File: src/rtl/bsel_pkg.sv
package bsel_pkg;
  typedef enum logic [2:0] {
    CK_FETCH = 3'd0,
    CK_READ  = 3'd1,
    CK_WRITE = 3'd2,
    CK_IORD  = 3'd3,
    CK_IOWR  = 3'd4,
    CK_INTA  = 3'd5,
    CK_RSV6  = 3'd6,
    CK_RSV7  = 3'd7
  } cyc_kind_e;
endpackage

File: src/rtl/bsel_rst_sync.sv
module bsel_rst_sync #(
  parameter int STAGES = 2
) (
  input  logic clk,
  input  logic rst_n,
  output logic rst_q_n
);
  logic [STAGES-1:0] sync_q;
  logic [STAGES-1:0] sync_d;

  always_comb begin
    sync_d = {sync_q[STAGES-2:0], 1'b1};
  end

  always_ff @(posedge clk or negedge rst_n) begin
    if (!rst_n) sync_q <= '0;
    else        sync_q <= sync_d;
  end

  assign rst_q_n = sync_q[STAGES-1];
endmodule

File: src/rtl/bsel_regs.sv
module bsel_regs #(
  parameter int                BANK_W    = 2,
  parameter int                DATA_W    = 8,
  parameter int                PORT_W    = 8,
  parameter logic [PORT_W-1:0] ACT_PORT  = 8'h60,
  parameter logic [PORT_W-1:0] WRB_PORT  = 8'h61,
  parameter logic [PORT_W-1:0] MODE_PORT = 8'h62
) (
  input  logic              clk,
  input  logic              rst_n,
  input  logic              io_we,
  input  logic [PORT_W-1:0] io_port,
  input  logic [DATA_W-1:0] io_data,
  output logic [BANK_W-1:0] act_bank,
  output logic [BANK_W-1:0] wr_bank,
  output logic              redir
);
  logic              act_en, wrb_en, mode_en;
  logic [BANK_W-1:0] act_d, wrb_d;
  logic              redir_d;
  logic              unused_data;

  assign unused_data = ^io_data[DATA_W-1:BANK_W];

  always_comb begin
    act_en  = io_we && (io_port == ACT_PORT);
    wrb_en  = io_we && (io_port == WRB_PORT);
    mode_en = io_we && (io_port == MODE_PORT);
    act_d   = io_data[BANK_W-1:0];
    wrb_d   = io_data[BANK_W-1:0];
    redir_d = io_data[0];
  end

  always_ff @(posedge clk or negedge rst_n) begin
    if (!rst_n) begin
      act_bank <= '0;
      wr_bank  <= '0;
      redir    <= 1'b0;
    end else begin
      if (act_en)  act_bank <= act_d;
      if (wrb_en)  wr_bank  <= wrb_d;
      if (mode_en) redir    <= redir_d;
    end
  end
endmodule

File: src/rtl/bsel_route.sv
module bsel_route
  import bsel_pkg::*;
#(
  parameter int                       BANK_W = 2,
  parameter int                       EXT_W  = 8,
  parameter logic [EXT_W-BANK_W-1:0]  BASE   = 6'h05
) (
  input  logic              cyc_valid,
  input  cyc_kind_e         cyc_kind,
  input  logic [BANK_W-1:0] act_bank,
  input  logic [BANK_W-1:0] wr_bank,
  input  logic              redir,
  output logic [EXT_W-1:0]  ext_addr,
  output logic              ext_oe
);
  logic              is_mem;
  logic              use_wrb;
  logic [BANK_W-1:0] sel_bank;

  always_comb begin
    is_mem   = cyc_valid && (cyc_kind == CK_FETCH || cyc_kind == CK_READ ||
                             cyc_kind == CK_WRITE);
    use_wrb  = cyc_valid && (cyc_kind == CK_WRITE) && redir;
    sel_bank = use_wrb ? wr_bank : act_bank;
    ext_oe   = is_mem;
    ext_addr = is_mem ? {BASE, sel_bank} : '0;
  end
endmodule

File: src/rtl/bank_sel_top.sv
module bank_sel_top
  import bsel_pkg::*;
#(
  parameter int                       BANK_W    = 2,
  parameter int                       EXT_W     = 8,
  parameter int                       ADDR_W    = 16,
  parameter int                       DATA_W    = 8,
  parameter int                       PORT_W    = 8,
  parameter logic [EXT_W-BANK_W-1:0]  BASE      = 6'h05,
  parameter logic [PORT_W-1:0]        ACT_PORT  = 8'h60,
  parameter logic [PORT_W-1:0]        WRB_PORT  = 8'h61,
  parameter logic [PORT_W-1:0]        MODE_PORT = 8'h62
) (
  input  logic              clk,
  input  logic              rst_n,
  input  logic              cyc_valid,
  input  logic [2:0]        cyc_kind,
  input  logic [ADDR_W-1:0] cpu_addr,
  input  logic [DATA_W-1:0] cpu_wdata,
  output logic [EXT_W-1:0]  ext_addr,
  output logic              ext_oe
);
  logic              rst_int_n;
  cyc_kind_e         kind;
  logic              io_we;
  logic [BANK_W-1:0] act_bank, wr_bank;
  logic              redir;
  logic              unused_addr;

  assign kind        = cyc_kind_e'(cyc_kind);
  assign io_we       = cyc_valid && (kind == CK_IOWR);
  assign unused_addr = ^cpu_addr[ADDR_W-1:PORT_W];

  bsel_rst_sync #(.STAGES(2)) u_rst (
    .clk(clk), .rst_n(rst_n), .rst_q_n(rst_int_n)
  );

  bsel_regs #(
    .BANK_W(BANK_W), .DATA_W(DATA_W), .PORT_W(PORT_W),
    .ACT_PORT(ACT_PORT), .WRB_PORT(WRB_PORT), .MODE_PORT(MODE_PORT)
  ) u_regs (
    .clk(clk), .rst_n(rst_int_n), .io_we(io_we),
    .io_port(cpu_addr[PORT_W-1:0]), .io_data(cpu_wdata),
    .act_bank(act_bank), .wr_bank(wr_bank), .redir(redir)
  );

  bsel_route #(.BANK_W(BANK_W), .EXT_W(EXT_W), .BASE(BASE)) u_route (
    .cyc_valid(cyc_valid), .cyc_kind(kind),
    .act_bank(act_bank), .wr_bank(wr_bank), .redir(redir),
    .ext_addr(ext_addr), .ext_oe(ext_oe)
  );
endmodule

File: config.mk
export PLATFORM = sky130hd
export DESIGN_NAME = bank_sel_top
export DESIGN_NICKNAME = d
export VERILOG_FILES = /design/src/rtl/bsel_pkg.sv /design/src/rtl/bsel_rst_sync.sv /design/src/rtl/bsel_regs.sv /design/src/rtl/bsel_route.sv /design/src/rtl/bank_sel_top.sv
export SDC_FILE = /design/constraint.sdc
export NUM_CORES = 1
export LEC_CHECK = 0
export BUFFER_PORTS_ARGS = -buffer_cell sky130_fd_sc_hd__buf_2
export CAP_MARGIN = 20
export CELL_PAD_IN_SITES_DETAIL_PLACEMENT = 0
export CELL_PAD_IN_SITES_GLOBAL_PLACEMENT = 1
export CORE_MARGIN = 3
export CORE_UTILIZATION = 21
export CTS_CLUSTER_SIZE = 8
export DETAILED_ROUTE_END_ITERATION = 8
export GPL_ROUTABILITY_DRIVEN = 0
export PLACE_DENSITY_LB_ADDON = 0.1
export REMOVE_ABC_BUFFERS = 1
export SETUP_SLACK_MARGIN = 0.05
export SYNTH_ARGS = -nofsm -noshare
export SYNTH_HDL_FRONTEND = slang
export SYNTH_HIERARCHICAL = 1
export SYNTH_SLANG_ARGS = --single-unit
File: constraint.sdc
create_clock -name clk -period 0.8 [get_ports clk]
set_input_delay 0.12 -clock clk [delete_from_list [all_inputs] [get_ports clk]]
set_output_delay 0.12 -clock clk [all_outputs]
set_load 0.03 [all_outputs]
==> results.yml <==
run_status:
  status: "complete, but fails checks"
  violations: "setup timing"
global_routing:
  grt_usage_pct: 8.563
  grt_pass1_vias: 386
  grt_first_pass_wirelength_um: 1649
  antenna_found_initial: 0
  grt_max_degree: 6
  grt-ovfl-total: 0
floorplanning:
  core.rowCount: 15
  die_area_sq_um: 2609
  initial_core_util_pct: 23.44
  core_sq_um: 1821
  die_height_um: 51.08
  ios: 39
  chipWidth_um: 51.08
logic_synthesis:
  yosys.area.top_type: "dfrtp_1"
  yosys_warnings: 6
  synth_seq_cells: 7
  yosysUniqueCellTypes: 15
  synth_top_area_share_pct: 41.06
  netlist_area_sq_um: 426.7
  synthTopCellsByArea: "dfrtp_1, mux2_2, buf_4"
  synth_seq_area_share_pct: 41.06
  syn_inst: 37
  syn_avg_cell_area_sq_um: 11.53
drt:
  dr.first_iter.drc_count: 1
  dr.pass1.iters: 2
  via_per_inst: 4.000
  drc_errors: 0
  route.final.wire_length_um: 943
  drtAntennaViolNets: 0
  via_count: 368
  wire_per_inst_um: 10.25
setup_path:
  rr_startpoint: "u_regs/redir$_DFFE_PN0P_"
  cp_max_fo: 2
  cp-start-kind: "flip-flop"
  critPathCaptureType: "output port"
  cp_cell_sequence: "o21a_1 -> o32ai_2 -> buf_4"
  critPathBufInv: 1
  crit_path_start: "u_regs/redir$_DFFE_PN0P_"
  crit_slowest_cell: "dfrtp_1"
  required_ns: 0.68
  crit_family: "compound AO/OA/AOI/OAI gates"
  crit_cells: 3
  reg2reg_depth: 2
  r2r-end: "u_regs/redir$_DFFE_PN0P_"
  max_stage_delay_ns: 0.37
  rrSetupSlack_ns: -0.07
  cp-endpoint: "ext_addr[1]"
  path_class: "flip-flop to output port"
  worst_ep_arrival_time_ns: 1.22
final_layout:
  final_area_sq_um: 710.7
  final_core_utilization_pct: 39.04
  drive_gt1_share_pct: 68.66
  antenna_cells: 0
  areaGrowthSynthToFinish_pct: 66.57
  layout_commonest_cell: "buf_2"
  layout_common_cells: "buf_2, buf_4, buf_6, dfrtp_1, conb_1"
  finalNetCount: 98
cts:
  cts_root_buffer: "clkbuf_4"
  numClockSinks: 7
  cts_tree: "done"
  clock_path_buffers: 2
  cts_inserted_buffers: 3
  clock_latency_ns: 0.25
  cts.clk_slew.worst_paths_ns: 0.05
  htreeDepth: 1
timing:
  slew_violations: 0
  final_hold_viol_count: 0
  max_freq_ghz: 0.7441
  rsz0062_at_grt: "yes"
  skew_ns: 0.003408
  setup_viol: 10
  layout_setup_ws_ns: -0.5439
  fin_crit_sh_pct: 168.0
  fin_crit_ns: 1.344
power_and_ir_drop:
  power_leakage_nw: 0.3315
  power.density_nw_per_um2: 1223
  irDropWorstVdd_uv: 1139
place:
  port_buffers: 20
  dpl_cell_area_sq_um: 569.3
  dp_hpwl_um: 759.9
job:
  cap_viol_max_count: 0
worst_hold_path:
  worstHoldPathType: "flip-flop to async pin"
-- logic make-up after synthesis --
family / Yosys count / share of synthesized area, %
other: 2 / 1.760
AO/OA/AOI/OAI: 4 / 7.038
AND/OR/NAND/NOR: 11 / 24.63
multiplexers: 5 / 13.20
buffers and inverters: 8 / 12.32
flip-flops: 7 / 41.06
-- through the flow --
step / total power [mW] / setup TNS (ns) / hold WS (ns) / cells / setup slack [ns]
final: 0.8692 / -2.643 / 0.07130 / 92 / -0.5439
after global routing: 0.9314 / -3.006 / 0.09596 / 92 / -0.6173
after CTS: 0.8921 / -2.682 / 0.08245 / 92 / -0.5666
after detailed placement: 0.5201 / -4.131 / -0.09152 / 85 / -0.6290
after global placement: 0.5217 / -4.025 / -0.09249 / 85 / -0.6103
after floorplan: 0.4388 / -5.802 / -0.1756 / 34 / -0.8953
-- area by class of cell --
type / instances / area (sq um)
clock buffer: 4 / 26.28
fill: 194 / 1110
inverter: 2 / 7.507
multi-input combinational: 25 / 254.0
sequential: 7 / 175.2
tap: 25 / 31.28
timing repair buffer: 29 / 216.5
-- cells in the mapped netlist, drive strengths merged --
master and number:
conb 2, nand3 2, mux2 5, a21oi 1, and4bb 2, nor4b 2, o32ai 2, nand3b 3
buf 6, o21a 1, nand2b 1, inv 2, dfrtp 7, and3b 1
-- power breakdown --
part / switching [mW] / leakage (nW) / total [mW] / internal, mW
Sequential: 0.00611 / 0.0931 / 0.368 / 0.362
Clock: 0.122 / 0.0150 / 0.311 / 0.190
Combinational: 0.0926 / 0.223 / 0.190 / 0.0973
-- routing by layer --
metal	part of all wire (%)	global-route usage [%]	vias up
li1	-	-	184
met1	41	9.804	165
met2	49	13.52	17
met3	9.3	3.790	2
met4	0.85	4.036	0
met5	0	0	-
-- how the worst min path moves through the flow --
stage                                    startpoint                            end  slack [ns]  cells past startpoint
after global placement                        rst_n      u_rst/sync_q[1]$_DFF_PN0_       -0.09                      1
final                     u_rst/sync_q[1]$_DFF_PN0_  u_regs/wr_bank[1]$_DFFE_PN0P_        0.07                      0
after CTS                 u_rst/sync_q[1]$_DFF_PN0_  u_regs/wr_bank[1]$_DFFE_PN0P_        0.08                      0
after floorplan                               rst_n      u_rst/sync_q[0]$_DFF_PN0_       -0.18                      0
after global routing      u_rst/sync_q[1]$_DFF_PN0_  u_regs/wr_bank[1]$_DFFE_PN0P_         0.1                      0
after detailed placement                      rst_n      u_rst/sync_q[1]$_DFF_PN0_       -0.09                      1
-- state kept, by name, summed over array words and instances, names as in the netlist --
name	cells
u_rst/sync_q	2
u_regs/wr_bank	2
u_regs/act_bank	2
u_regs/redir	1
-- what timing repair did --
item / CTS / global route
pin swaps: 3 / 1
resized for setup: 19 / 1
setup endpoints to repair: 10 / 10
hold buffers: 1 / 0
endpoints found under the hold margin: 2 / 0
buffers inserted: 2 / 0
No activity file was read; power rests on OpenSTA's default activity.
